--- src/rtl/refdiv_pkg.sv ---
package refdiv_pkg;
  // Next-cycle view of the processor clock: its level and edge strobes.
  typedef struct packed {
    logic level;
    logic rise;
    logic fall;
  } clk_view_t;
endpackage

--- src/rtl/refdiv_src_sel.sv ---
module refdiv_src_sel (
  input  logic clk_i,
  input  logic rst_ni,
  input  logic xtal_tick_i,
  input  logic ext_tick_i,
  input  logic sel_ext_i,
  input  logic load_i,
  output logic tick_o
);
  logic src_q;

  // Source is only re-latched when the phase logic says it is safe.
  always_ff @(posedge clk_i or negedge rst_ni) begin
    if (!rst_ni)     src_q <= 1'b0;
    else if (load_i) src_q <= sel_ext_i;
  end

  assign tick_o = src_q ? ext_tick_i : xtal_tick_i;
endmodule

--- src/rtl/refdiv_phase.sv ---
module refdiv_phase #(
  parameter int unsigned DIV_RATIO  = 3,
  parameter int unsigned HIGH_TICKS = 1
) (
  input  logic clk_i,
  input  logic rst_ni,
  input  logic tick_i,
  input  logic sync_i,
  output logic level_nxt_o,
  output logic wrap_o,
  output logic sel_load_o
);
  localparam int unsigned CW = (DIV_RATIO > 2) ? $clog2(DIV_RATIO) : 1;
  localparam logic [CW-1:0] LAST  = CW'(DIV_RATIO - 1);
  localparam logic [CW-1:0] HIGHN = CW'(HIGH_TICKS);

  logic          armed_q;
  logic [CW-1:0] phase_q, phase_nxt;
  logic          advance;

  assign advance = tick_i && armed_q && !sync_i;
  assign wrap_o  = advance && (phase_q == LAST);

  always_comb begin
    phase_nxt = phase_q;
    if (sync_i || (tick_i && !armed_q)) phase_nxt = '0;
    else if (advance)                   phase_nxt = wrap_o ? '0 : phase_q + CW'(1);
  end

  always_ff @(posedge clk_i or negedge rst_ni) begin
    if (!rst_ni) begin
      armed_q <= 1'b0;
      phase_q <= '0;
    end else begin
      phase_q <= phase_nxt;
      if (sync_i)      armed_q <= 1'b0;
      else if (tick_i) armed_q <= 1'b1;
    end
  end

  // High for the first HIGH_TICKS tick intervals of each period.
  assign level_nxt_o = sync_i || (phase_nxt < HIGHN);
  assign sel_load_o  = sync_i || !armed_q || wrap_o;
endmodule

--- src/rtl/refdiv_outs.sv ---
module refdiv_outs
  import refdiv_pkg::*;
(
  input  logic clk_i,
  input  logic rst_ni,
  input  logic level_nxt_i,
  input  logic wrap_i,
  input  logic sync_i,
  input  logic xtal_tick_i,
  output logic cpu_clk_o,
  output logic per_clk_o,
  output logic osc_o,
  output logic clk_rise_o,
  output logic clk_fall_o
);
  clk_view_t view_q, view_d;

  always_comb begin
    view_d.level = level_nxt_i;
    view_d.rise  = level_nxt_i && !view_q.level;
    view_d.fall  = !level_nxt_i && view_q.level;
  end

  always_ff @(posedge clk_i or negedge rst_ni) begin
    if (!rst_ni) begin
      view_q    <= '{level: 1'b1, rise: 1'b0, fall: 1'b0};
      per_clk_o <= 1'b0;
      osc_o     <= 1'b0;
    end else begin
      view_q <= view_d;
      osc_o  <= xtal_tick_i;
      if (sync_i)      per_clk_o <= 1'b0;
      else if (wrap_i) per_clk_o <= !per_clk_o;
    end
  end

  assign cpu_clk_o  = view_q.level;
  assign clk_rise_o = view_q.rise;
  assign clk_fall_o = view_q.fall;
endmodule

--- src/rtl/refdiv_clkgen.sv ---
module refdiv_clkgen #(
  parameter int unsigned DIV_RATIO  = 3,
  parameter int unsigned HIGH_TICKS = 1
) (
  input  logic clk_i,
  input  logic rst_ni,
  input  logic xtal_tick_i,
  input  logic ext_tick_i,
  input  logic sel_ext_i,
  input  logic sync_i,
  output logic cpu_clk_o,
  output logic per_clk_o,
  output logic osc_o,
  output logic clk_rise_o,
  output logic clk_fall_o
);
  logic tick, level_nxt, wrap, sel_load;

  refdiv_src_sel u_src (
    .clk_i, .rst_ni, .xtal_tick_i, .ext_tick_i, .sel_ext_i,
    .load_i (sel_load),
    .tick_o (tick)
  );

  refdiv_phase #(.DIV_RATIO(DIV_RATIO), .HIGH_TICKS(HIGH_TICKS)) u_phase (
    .clk_i, .rst_ni, .sync_i,
    .tick_i      (tick),
    .level_nxt_o (level_nxt),
    .wrap_o      (wrap),
    .sel_load_o  (sel_load)
  );

  refdiv_outs u_outs (
    .clk_i, .rst_ni, .sync_i, .xtal_tick_i,
    .level_nxt_i (level_nxt),
    .wrap_i      (wrap),
    .cpu_clk_o, .per_clk_o, .osc_o, .clk_rise_o, .clk_fall_o
  );
endmodule

--- config.mk ---
export PLATFORM = sky130hd
export DESIGN_NAME = refdiv_clkgen
export DESIGN_NICKNAME = d
export VERILOG_FILES = /design/src/rtl/refdiv_pkg.sv /design/src/rtl/refdiv_src_sel.sv /design/src/rtl/refdiv_phase.sv /design/src/rtl/refdiv_outs.sv /design/src/rtl/refdiv_clkgen.sv
export SDC_FILE = /design/constraint.sdc
export NUM_CORES = 1
export LEC_CHECK = 0
export ABC_AREA = 1
export BUFFER_PORTS_ARGS = -buffer_cell sky130_fd_sc_hd__clkbuf_2
export CAP_MARGIN = 5
export CORE_AREA = 4 4 41 43
export DETAILED_ROUTE_END_ITERATION = 10
export DIE_AREA = 0 0 45 47
export GPL_ROUTABILITY_DRIVEN = 0
export PLACE_DENSITY = 0.46
export SLEW_MARGIN = 30
export SYNTH_ARGS = -nofsm -noshare
export SYNTH_HDL_FRONTEND = slang
export SYNTH_HIERARCHICAL = 1
export SYNTH_SLANG_ARGS = --single-unit
export TNS_END_PERCENT = 5
--- constraint.sdc ---
create_clock -name clk_i -period 2 [get_ports clk_i]
set_input_delay 0.3 -clock clk_i [delete_from_list [all_inputs] [get_ports clk_i]]
set_output_delay 0.3 -clock clk_i [all_outputs]
set_load 0.02 [all_outputs]
## Word level (Yosys, flattened, before mapping)

Index checks and enable logic that the tools add are counted.
W data, S select, Z words.

- $add $sub $neg: 1
- Order comparisons: 1
- Equality and inequality tests: 1
- Multiplexer cells: 8
- Reductions and logical operators: 17

Operator list:

| kind | count |
|---|---|
| $logic_and A1 B1 Y1 | 6 |
| $mux W2 | 3 |
| $logic_not A1 Y1 | 5 |
| $mux W1 | 5 |
| $logic_or A1 B1 Y1 | 4 |
| $reduce_bool A2 Y1 | 2 |
| $add A2 B1 Y2 const B | 1 |
| $eq A2 B2 Y1 const B | 1 |
| $lt A2 B1 Y1 const B | 1 |

- Bits in registers: 9
- Output and inout port bits: 5
- Logic and storage cells: 36

## Logic depth before layout (Yosys ltp)

Gate-level depths: netlist (run 1).

- Depth after elaboration: 11
- Mapped depth: 10
- Depth with buffers taken out: 10

## Modules after synthesis

The synthesis (run 1) kept the hierarchy.

Modules (own cells, without submodules):

| module | instances | cells each | area an instance (µm²) | seq. area each (µm²) |
|---|---|---|---|---|
| refdiv_phase | 1 | 23 | 168.9 | 75.1 |
| refdiv_outs | 1 | 14 | 160.2 | 126.4 |
| refdiv_src_sel | 1 | 9 | 55.1 | 25.0 |

## Worst setup path after synthesis (run 1)

Ideal clock, no wire load.

- Path kind: register to register
- From: register u_src.src_q
- To: register u_outs.per_clk_o
- Setup time: 0.117 ns
- Data arrival time: 0.960 ns
- Data required time: 1.883 ns
- Setup slack: 0.922 ns
- Stages on the path, launching flop included: 9
- Path through: dfrtp_1 -> inv_1 -> nand2_1 -> nand2_1 -> nand2_1 -> nor3_1 -> nand2_1 -> nand2_1 -> nor2_1

- Word-level cells in the longest chain between the ends: 5

Ends and longest elaborated chain:

| what | line | source |
|---|---|---|
| start: declaration | refdiv_src_sel.sv:10 | `logic src_q;` |
| start signal: assignment | refdiv_src_sel.sv:15 | `else if (load_i) src_q <= sel_ext_i;` |
| $mux W1 | refdiv_src_sel.sv:18 | `assign tick_o = src_q ? ext_tick_i : xtal_tick_i;` |
| via tick | refdiv_clkgen.sv:17 | `logic tick, level_nxt, wrap, sel_load;` |
| $logic_and A1 B1 Y1 (2 in a row) | refdiv_phase.sv:21 | `assign advance = tick_i && armed_q && !sync_i;` |
| $logic_and A1 B1 Y1 | refdiv_phase.sv:22 | `assign wrap_o = advance && (phase_q == LAST);` |
| via wrap | refdiv_clkgen.sv:17 |  |
| $reduce_bool A2 Y1 (no source line) | - |  |
| end signal: assignment | refdiv_outs.sv:33 | `else if (wrap_i) per_clk_o <= !per_clk_o;` |
| end: declaration | refdiv_outs.sv:11 | `output logic per_clk_o,` |

The timed path passes the listed nets, and every way through them passes these cells.
A chain may end at the register's enable or synchronous reset.

## Worst setup path after layout (run 1)

- From: register u_outs.view_q, in the netlist u_outs/cpu_clk_o
- To: output cpu_clk_o

RTL lines:

| what | line | source |
|---|---|---|
| start: declaration | refdiv_outs.sv:16 | `clk_view_t view_q, view_d;` |
| start signal: assignment | refdiv_outs.sv:26 | `view_q <= '{level: 1'b1, rise: 1'b0, fall: 1'b0};` |
| start signal: assignment | refdiv_outs.sv:30 | `view_q <= view_d;` |
| end: declaration | refdiv_clkgen.sv:11 | `output logic cpu_clk_o,` |

No word-level cell between the ends.

==> reports/metrics.yaml, run 1 <==
ir_worst_vdd_v: 0.000499
insertion_delay_ns: 0.26
wl_per_cell_um: 8.78
ys_warn_count: 6
tns_ns: 0
slew_headroom: 0.835
placed_cell_area_um2: 453
finalCritPeriodShare: 0.632
fin_cells: 76
outcome: "finished, final reports clean"
die-area_um2: 2120
cts_made_buffers: 3
firstDrtPassIters: 5
utilization: 0.377
crit_family: "flip-flops"
routed-via-count: 304
clock_sinks: 9
min_path_type: "primary input to register"
antennaDiodeCount: 0
final_common_cell: "nand2_1"
grt_max_degree: 10
dp_cells: 71
fmax_mhz: 791
synth-xor-area-share: 0
yosys.area_share.adder: 0
die_height_um: 47
syn_area_per_cell_um2: 8.35
reg2reg_slack_ns: 0.79
criticalPathCategory: "register to primary output"
ant_nets: 0
finalHoldViolations: 0
die_w_um: 45
nNetsFinal: 68
max_cap_violations: 0
grt_usage: 0.0797
fin_crit_ns: 1.26
worst_ep_arrival_time_ns: 0.96
power.total_uw: 385
ys_ff_latch: 9
crit_cells: 1
clk_pin_slew_ns: 0.06
worstMarginPinSlew_ns: 0.245
ctsResizeCount: 0
routed_via_density: 4.00
drive_above_1_share: 0.344
antenna_found_initial: 0
syn_inst: 46
synth-simple-area-share: 0.306
start_kind: "register"
slew_violations: 0
synth_top_family_by_area: "simple AND/OR/NAND/NOR gates"
place_ws_ns: 0.819
cts_setup_buffers: 0
start_util: 0.295
slowest_stage: "dfstp_2"
nFillCells: 143
synth_cell_types: 10
grt_overflow: 0
cts.path.max_buffers: 2
skew_ns: 0.00546
crit_fanout: 3
root_buffer: "clkbuf_4"
stdcell_area_um2: 490
grt_pass1_wl_um: 1100
p_per_area_nw_per_um2: 786
synthMuxAreaShare: 0
cts_tree: "yes"
synth_compound_area_frac: 0.0261
slowest_delay_ns: 0.54
path_cells: "clkbuf_2"
required_ns: 1.70
netlist_area_um2: 384
port_buffers: 10
synth_seq_area_share: 0.590
dpl.hpwl_um: 550
r2r_cells: 8
coreArea_um2: 1300
drt_iter0_markers: 7
top_level_ports: 11
grt_pass1_vias: 265
syn_nets: 52
hold_depth: 1
timing.hold.ws_ns: 0.168
crit_buf_inv: 1
report.final.setup_viol: 0
final_cell_mix: "12 x nand2_1, 10 x clkbuf_2, 8 x inv_1, 8 x nor2_1, 8 x dfrtp_1"
grt_setup_unrepaired: "false"
row_count: 13
setup_slack_ns: 0.736
syn_to_final_growth_pct: 27.7
drc: 0
cts.htree.levels: 1
endpoint_kind: "primary output"
leakagePower_nw: 0.289
routed_wl_um: 667
metal layers:
| layer | global-route usage | up-vias | share of wire |
|---|---|---|---|
| met4 | 0.0526 | 0 | 0.022 |
| met3 | 0.0575 | 2 | 0.072 |
| li1 | - | 163 | - |
| met5 | 0 | - | 0 |
| met1 | 0.0911 | 130 | 0.43 |
| met2 | 0.105 | 9 | 0.47 |
Yosys cell counts:
cell type / count / area share
dfstp_2: 1 / 0.068
nand2_1: 12 / 0.12
o21ai_0: 1 / 0.013
nor3_1: 1 / 0.013
inv_1: 8 / 0.078
a21oi_1: 1 / 0.013
dfrtp_1: 8 / 0.52
nor2_2: 2 / 0.033
nor2_1: 8 / 0.078
nand2_2: 4 / 0.065
flip-flops by register name, summed over array words and instances, names as in the netlist:
| register | count |
|---|---|
| u_phase/phase_q | 2 |
| u_outs/clk_fall_o | 1 |
| u_outs/clk_rise_o | 1 |
| u_outs/cpu_clk_o | 1 |
| u_outs/osc_o | 1 |
| u_outs/per_clk_o | 1 |
| u_phase/armed_q | 1 |
| u_src/src_q | 1 |
power breakdown:
part / internal [mW] / switching (mW) / total [mW]
Combinational: 0.0177 / 0.0320 / 0.0497
Sequential: 0.195 / 0.00599 / 0.200
Clock: 0.0736 / 0.0616 / 0.135
Total: 0.286 / 0.0996 / 0.385
timing repair:
| action | 4_1_cts | 5_1_grt |
|---|---|---|
| endpoints found under the hold margin | 8 | 0 |
| endpoints found under the setup margin | 0 | 0 |
| hold buffers | 1 | 0 |
path summary, 6_finish.rpt:
kind                                            start                           end
max                        u_outs/cpu_clk_o$_DFF_PN1_                     cpu_clk_o
min                                       xtal_tick_i        u_outs/osc_o$_DFF_PN0_
max reg2reg                   u_src/src_q$_DFFE_PN0P_  u_outs/per_clk_o$_DFFE_PN0P_
min reg2reg                u_outs/cpu_clk_o$_DFF_PN1_   u_outs/clk_fall_o$_DFF_PN0_
max in group asynchronous                      rst_ni    u_outs/cpu_clk_o$_DFF_PN1_
min in group asynchronous                      rst_ni   u_outs/clk_fall_o$_DFF_PN0_
kinds of logic (layout without fill, tap and decap cells):
kind of cell,after synthesis,in the layout
AOI/OAI and AO/OA,2,2
buffers and inverters,8,23
DFF,9,9
and+or+nand+nor,27,27
layout make-up:
class | count | area, um2 | share of cell area
well taps | 15 | 18.8 | 0.0383
repair buffers | 11 | 60.1 | 0.122
multi-input cells | 29 | 128 | 0.260
flip-flops and latches | 9 | 226 | 0.462
clock inverters | 1 | 5.00 | 0.0102
inverters | 8 | 30.0 | 0.0612
clock buffers | 3 | 22.5 | 0.0459
Power figures use the tool's default switching activity.
==> inputs of run 2 (changes only) <==
ABC_AREA = 0   (was 1)
PLACE_DENSITY = 0.47   (was 0.46)
clock period = 1.1 ns   (was 2 ns; I/O delays follow)
==> run 2 against run 1 <==
Die area stayed put. Highest routed layer is now met3. Final area is 8.2% higher. Flip-flop and latch count stayed put. Sequential power is 84% higher. Clock power is 84% higher. The flow now finishes with violations (negative setup slack). Critical path type is now register to register. Register-to-register slack worse by 1.0 ns. Utilization is 3.1 points higher. Area after synthesis is 2.9% lower. Count of clock-buffer cells in the layout is 1 higher.
==> reports/metrics.yaml, run 2 <==
dpl.hpwl_um: 515  # was 550 um
syn_area_per_cell_um2: 12.9  # was 8.35 um2
grt_usage: 0.0886  # was 0.0797
path_cells: "mux2_4 -> nand3b_1 -> nand3b_1 -> mux2_4"  # was clkbuf_2
top_register: "u_phase/phase_q"  # unchanged
reg2reg_slack_ns: -0.23  # was 0.79 ns
netlist_area_um2: 373  # was 384 um2
slowest_delay_ns: 0.40  # was 0.54 ns
root_buffer: "clkbuf_4"  # unchanged
row_count: 13  # unchanged
finalHoldViolations: 0  # unchanged
cts.path.max_buffers: 2  # unchanged
synth_cell_types: 16  # was 10
synthArstFlopShare: 1.00  # unchanged
synthTopCellsByArea: "dfrtp_1 54%, mux2_4 8.1%, dfstp_2 7.0%, nand3b_1 6.0%, nor2b_1 3.4%"  # was dfrtp_1 52%, nand2_1 12%, inv_1 7.8%, nor2_1 7.8%, dfstp_2 6.8%
reg2reg_to: "u_src/src_q$_DFFE_PN0P_"  # was u_outs/per_clk_o$_DFFE_PN0P_
yosysTopAreaCell: "dfrtp_1"  # unchanged
r2r_cells: 4  # was 8
synth_compound_area_frac: 0.0839  # was 0.0261
drive_above_1_share: 0.457  # was 0.344
p_per_area_nw_per_um2: 1360  # was 786 nW/um2
clk_pin_slew_ns: 0.06  # about the same
violations: "negative setup slack"
yosysMostFrequentCell: "dfrtp_1"  # was nand2_1
insertion_delay_ns: 0.26  # about the same
power.switching_uw: 178  # was 99.6 uW
ys_warn_count: 6  # unchanged
syn_inst: 29  # was 46
final_common_cell: "clkbuf_2"  # was nand2_1
synthMuxAreaShare: 0.0805  # was 0
cts.htree.levels: 1  # unchanged
hold_depth: 1  # unchanged
nNetsFinal: 53  # was 68
yosys.area_share.adder: 0  # unchanged
seq_power_share: 0.510  # was 0.520
drc: 0  # unchanged
final_cell_mix: "9 x clkbuf_2, 8 x dfrtp_1, 3 x clkbuf_4, 3 x nor2_1, 3 x nand3b_1"  # was 12 x nand2_1, 10 x clkbuf_2, 8 x inv_1, 8 x nor2_1, 8 x dfrtp_1
grt_setup_unrepaired: "true"  # was false
pwr-share-comb: 0.147  # was 0.129
skew_ns: 0.00564  # was 0.00546 ns
clkPwrFrac: 0.343  # was 0.351
die_w_um: 45  # unchanged
internal_power_uw: 545  # was 286 uW
setup_slack_ns: -0.232  # was 0.736 ns
syn_nets: 35  # was 52
syn_to_final_growth_pct: 42.3  # was 27.7%
synthTopCellsByCount: "8 x dfrtp_1, 3 x nand3b_1, 3 x nor2_1"  # was 12 x nand2_1, 8 x dfrtp_1, 8 x inv_1, 8 x nor2_1, 4 x nand2_2
switching_share: 0.246  # was 0.259
die_height_um: 47  # unchanged
start_kind: "register"  # unchanged
grt_overflow: 0  # unchanged
synth_seq_area_share: 0.607  # was 0.590
criticalPathCategory: "register to register"  # was register to primary output
max_cap_violations: 0  # unchanged
top_level_ports: 11  # unchanged
synth_top_family_by_area: "simple AND/OR/NAND/NOR gates"  # unchanged
multiInputGateArea_um2: 170  # was 128 um2
synth-edff-count: 0  # unchanged
slowest_stage: "dfrtp_1"  # was dfstp_2
crit_family: "multiplexers"  # was flip-flops
crit_buf_inv: 0  # was 1
largest_reg_flops: 2  # unchanged
crit_fanout: 6  # was 3
worstMarginPinSlew_ns: 0.245  # about the same
routed-via-count: 277  # was 304
outcome: "complete, but fails checks"  # was finished, final reports clean
required_ns: 1.25  # was 1.70 ns
place_ws_ns: -0.222  # was 0.819 ns
nFillCells: 132  # was 143
fin_crit_ns: 1.33
worst_ep_arrival_time_ns: 1.48  # was 0.96 ns
grt_max_degree: 10  # unchanged
fmax_mhz: 751
routed_wl_um: 752  # was 667 um
clock_sinks: 9  # unchanged
finalCritPeriodShare: 1.21
report.final.setup_viol: 8  # was 0
endpoint_kind: "register"  # was primary output
cts_tree: "yes"  # unchanged
r2r_start: "u_src/src_q$_DFFE_PN0P_"  # unchanged
drt_iter0_markers: 9  # was 7
grt_pass1_wl_um: 1210  # was 1100 um
antennaDiodeCount: 0  # unchanged
wl_per_cell_um: 12.3  # was 8.78 um
min_from: "xtal_tick_i"  # unchanged
synth_ff_type: "dfrtp_1"  # unchanged
start_util: 0.287  # was 0.295
ys_ff_latch: 9  # unchanged
cts_made_buffers: 3  # unchanged
coreArea_um2: 1300  # unchanged
min_path_type: "primary input to register"  # unchanged
firstDrtPassIters: 4  # was 5
synth-simple-area-share: 0.195  # was 0.306
crit_cells: 4  # was 1
die-area_um2: 2120  # unchanged
leakagePower_nw: 0.243  # was 0.289 nW
synth.top_cell.area_share: 0.537  # was 0.521
hold_end: "u_outs/osc_o$_DFF_PN0_"  # unchanged
grt_pass1_vias: 275  # was 265
port_buffers: 10  # unchanged
routed_via_density: 4.54  # was 4.00
seq_area_um2: 226  # unchanged
slew_violations: 0  # unchanged
ant_nets: 0  # unchanged
ir_worst_vdd_v: 0.000542  # was 0.000499 V
utilization: 0.408  # was 0.377
slew_headroom: 0.836  # was 0.835
power.total_uw: 723  # was 385 uW
synth-xor-area-share: 0.0235  # was 0
antenna_found_initial: 0  # unchanged
-- run 2: repair_timing --
item / 4_1_cts / 5_1_grt
gates resized for setup: 4 / 3
setup endpoints to repair: 9 / 9
pin swaps: 2 / 0
gates cloned: 0 / 0
hold buffers: 1 / 0
hold endpoints to repair: 9 / 0
buffers inserted: 0 / 0
-- run 2: worst reg2reg max path, cell delays in order (launching register included) --
cell	delay, ns
dfrtp_1	0.40
mux2_4	0.34
nand3b_1	0.09
nand3b_1	0.09
mux2_4	0.31
-- run 2: power by group through the flow --
stage,Combinational [mW],Sequential (mW),Clock (mW)
after global placement,0.0923,0.370,0
final,0.106,0.368,0.248
after global routing,0.115,0.370,0.281
after CTS,0.103,0.366,0.261
after floorplan,0.0382,0.381,0
after detailed placement,0.0923,0.370,0
-- run 2: layer usage --
layer | up-vias | routed length (um) | global-route usage
met5 | - | 0 | 0
met3 | 0 | 54 | 0.0690
li1 | 135 | - | -
met4 | 0 | 0 | 0.0526
met1 | 132 | 304 | 0.0843
met2 | 10 | 393 | 0.136
-- run 2: layout make-up --
| class | count | share of cell area |
|---|---|---|
| clock buffer | 4 | 0.0495 |
| tap | 15 | 0.0354 |
| multi-input combinational | 19 | 0.321 |
| timing repair buffer | 13 | 0.160 |
| inverter | 1 | 0.00708 |
| sequential | 9 | 0.427 |
-- run 2: worst max path at each step --
stage,start,end,slack [ns]
2_1_floorplan,u_src/src_q$_DFFE_PN0P_,u_src/src_q$_DFFE_PN0P_,-0.18
3_3_place_gp,u_src/src_q$_DFFE_PN0P_,u_src/src_q$_DFFE_PN0P_,-0.21
3_5_place_dp,u_src/src_q$_DFFE_PN0P_,u_outs/clk_rise_o$_DFF_PN0_,-0.22
4_1_cts,u_src/src_q$_DFFE_PN0P_,u_src/src_q$_DFFE_PN0P_,-0.24
5_1_grt,u_src/src_q$_DFFE_PN0P_,u_src/src_q$_DFFE_PN0P_,-0.27
6_report,u_src/src_q$_DFFE_PN0P_,u_src/src_q$_DFFE_PN0P_,-0.23
-- run 2: stage by stage --
step           setup TNS, ns  cells  hold WS, ns  cell area [um2]
2_1_floorplan         -0.627     29       -0.131              373
3_3_place_gp          -0.986     56       0.0278              457
3_5_place_dp           -1.14     56       0.0289              457
4_1_cts                -1.10     61       0.0195              515
5_1_grt                -1.37     61       0.0198              531
6_report               -1.09     61       0.0258              531
-- run 2: logic make-up (layout without fill, tap and decap cells) --
| kind of cell | Yosys count | count (layout) |
|---|---|---|
| AND/OR/NAND/NOR | 12 | 12 |
| flip-flops | 9 | 9 |
| AO/OA/AOI/OAI | 4 | 4 |
| multiplexers | 2 | 2 |
| XOR/XNOR | 1 | 1 |
| buffers and inverters | 1 | 18 |
==> inputs of run 3 (changes only) <==
PLACE_DENSITY = 0.48   (was 0.47)
==> run 3 against run 2 <==
The run still ends with negative setup slack left. Count of clock-buffer cells in the layout stayed put. Cell count is 4.9% higher. Via count is 7.2% higher. Wire length is 2.7% higher. Global-route usage is 0.39 points higher. Largest cell class unchanged. Die area stayed put. Sequential share of layout area is 1.1 points lower. First-iteration DRC count is 78% lower. Combinational power is 12% higher.
==> reports/metrics.yaml, run 3 (synthesis results as in run 2) <==
criticalPathCategory: "register to register"  # unchanged
worst_ep_arrival_time_ns: 1.47  # was 1.48 ns
internal_power_uw: 554  # was 545 uW
seq_area_um2: 226  # unchanged
hold_end: "u_outs/osc_o$_DFF_PN0_"  # unchanged
cts_tree: "yes"  # unchanged
p_per_area_nw_per_um2: 1350  # was 1360 nW/um2
routed_via_density: 4.64  # was 4.54
seq_power_share: 0.498  # was 0.510
fmax_mhz: 755  # was 751 MHz
grt_setup_unrepaired: "true"  # unchanged
timing.hold.ws_ns: 0.0329  # was 0.0258 ns
port_buffers: 10  # unchanged
min_from: "xtal_tick_i"  # unchanged
min_path_type: "primary input to register"  # unchanged
wl_per_cell_um: 12.1  # was 12.3 um
dp_cells: 58  # was 56
leakagePower_nw: 0.257  # was 0.243 nW
die_height_um: 47  # unchanged
crit_fanout: 6  # unchanged
start_util: 0.287  # unchanged
setup_slack_ns: -0.225  # was -0.232 ns
drc: 0  # unchanged
r2r_cells: 4  # unchanged
endpoint_kind: "register"  # unchanged
violations: "negative setup slack"  # unchanged
cts.path.max_buffers: 2  # unchanged
report.final.setup_viol: 8  # unchanged
outcome: "complete, but fails checks"  # unchanged
clkPwrFrac: 0.340  # was 0.343
clock_sinks: 9  # unchanged
utilization: 0.418  # was 0.408
worstMarginPinSlew_ns: 0.248  # was 0.245 ns
insertion_delay_ns: 0.26  # about the same
pwr-share-comb: 0.162  # was 0.147
ant_nets: 0  # unchanged
syn_to_final_growth_pct: 46.0  # was 42.3%
start_kind: "register"  # unchanged
cts.htree.levels: 1  # unchanged
grt_overflow: 0  # unchanged
coreArea_um2: 1300  # unchanged
power.switching_uw: 178  # about the same
path_cells: "mux2_4 -> nand3b_1 -> nand3b_1 -> mux2_4"  # unchanged
required_ns: 1.24  # was 1.25 ns
switching_share: 0.244  # was 0.246
fin_crit_ns: 1.33  # about the same
grt_pass1_wl_um: 1290  # was 1210 um
routed-via-count: 297  # was 277
ir_worst_vdd_v: 0.000424  # was 0.000542 V
largest_reg_flops: 2  # unchanged
antennaDiodeCount: 0  # unchanged
drt_iter0_markers: 2  # was 9
final_common_cell: "clkbuf_2"  # unchanged
firstDrtPassIters: 3  # was 4
drive_above_1_share: 0.490  # was 0.457
antenna_found_initial: 0  # unchanged
hold_depth: 1  # unchanged
slew_violations: 0  # unchanged
top_register: "u_phase/phase_q"  # unchanged
row_count: 13  # unchanged
reg2reg_to: "u_src/src_q$_DFFE_PN0P_"  # unchanged
final_cell_mix: "9 x clkbuf_2, 8 x dfrtp_1, 5 x buf_4"  # was 9 x clkbuf_2, 8 x dfrtp_1, 3 x clkbuf_4, 3 x nor2_1, 3 x nand3b_1
die_w_um: 45  # unchanged
r2r_start: "u_src/src_q$_DFFE_PN0P_"  # unchanged
die-area_um2: 2120  # unchanged
grt_pass1_vias: 300  # was 275
nFillCells: 138  # was 132
power.total_uw: 732  # was 723 uW
slowest_stage: "dfrtp_1"  # unchanged
skew_ns: 0.00235  # was 0.00564 ns
multiInputGateArea_um2: 161  # was 170 um2
max_cap_violations: 0  # unchanged
reg2reg_slack_ns: -0.23  # about the same
dpl.hpwl_um: 573  # was 515 um
grt_usage: 0.0925  # was 0.0886
nNetsFinal: 56  # was 53
slowest_delay_ns: 0.39  # was 0.40 ns
root_buffer: "clkbuf_4"  # unchanged
slew_headroom: 0.833  # was 0.836
top_level_ports: 11  # unchanged
cts_made_buffers: 3  # unchanged
finalCritPeriodShare: 1.20  # was 1.21
clk_pin_slew_ns: 0.06  # about the same
grt_max_degree: 10  # unchanged
finalHoldViolations: 0  # unchanged
fin_cells: 64  # was 61
routed_wl_um: 772  # was 752 um
[run 3: cell types whose count changed in the layout (fill, tap and decap cells not counted)]
cell / before / now
buf_4: 2 / 5
nor4_4: 1 / 0
nor4_2: 0 / 1
[run 3: how the worst max path moves through the flow]
stage                            start  slack, ns                 endpoint
2_1_floorplan  u_src/src_q$_DFFE_PN0P_      -0.18  u_src/src_q$_DFFE_PN0P_
3_3_place_gp   u_src/src_q$_DFFE_PN0P_      -0.22  u_src/src_q$_DFFE_PN0P_
4_1_cts        u_src/src_q$_DFFE_PN0P_      -0.23  u_src/src_q$_DFFE_PN0P_
6_report       u_src/src_q$_DFFE_PN0P_      -0.23  u_src/src_q$_DFFE_PN0P_
3_5_place_dp   u_src/src_q$_DFFE_PN0P_      -0.23  u_src/src_q$_DFFE_PN0P_
5_1_grt        u_src/src_q$_DFFE_PN0P_      -0.27  u_src/src_q$_DFFE_PN0P_
[run 3: layer usage]
metal / part of all wire / GRT usage / up-vias
li1: - / - / 142
met5: 0 / 0 / -
met4: 0.022 / 0.0702 / 0
met1: 0.37 / 0.0958 / 143
met3: 0.079 / 0.0383 / 2
met2: 0.52 / 0.150 / 10
[run 3: final cells by class]
type                    instances  share of cell area
multi-input cells              19               0.297
inverters                       1             0.00690
well taps                      15              0.0345
repair buffers                 16               0.198
flip-flops and latches          9               0.416
clock buffers                   4              0.0483
[run 3: power groups by stage]
stage,logic (mW),clock network [mW],registers [mW]
floorplan,0.0382,0,0.381
global placement,0.0995,0,0.369
detailed placement,0.101,0,0.369
CTS,0.114,0.265,0.364
global route,0.130,0.285,0.366
finish,0.119,0.249,0.365
[run 3: critical path, delay by kind of cell (launching register included)]
family / cells / cell delay (ns)
muxes: 2 / 0.64
and+or+nand+nor: 2 / 0.19
DFF: 1 / 0.39
[run 3: stage by stage]
stage / TNS (ns) / setup WS, ns / cell area (um2)
finish: -0.946 / -0.225 / 544
global route: -1.45 / -0.265 / 544
CTS: -1.08 / -0.235 / 536
detailed placement: -1.12 / -0.226 / 472
global placement: -0.996 / -0.217 / 472
floorplan: -0.627 / -0.177 / 373
[run 3: timing repair]
action,4_1_cts,5_1_grt
endpoints found under the setup margin,9,9
gates resized for setup,5,1
hold buffers,1,0
hold endpoints to repair,9,0
pin swaps,2,0
setup buffers,0,1
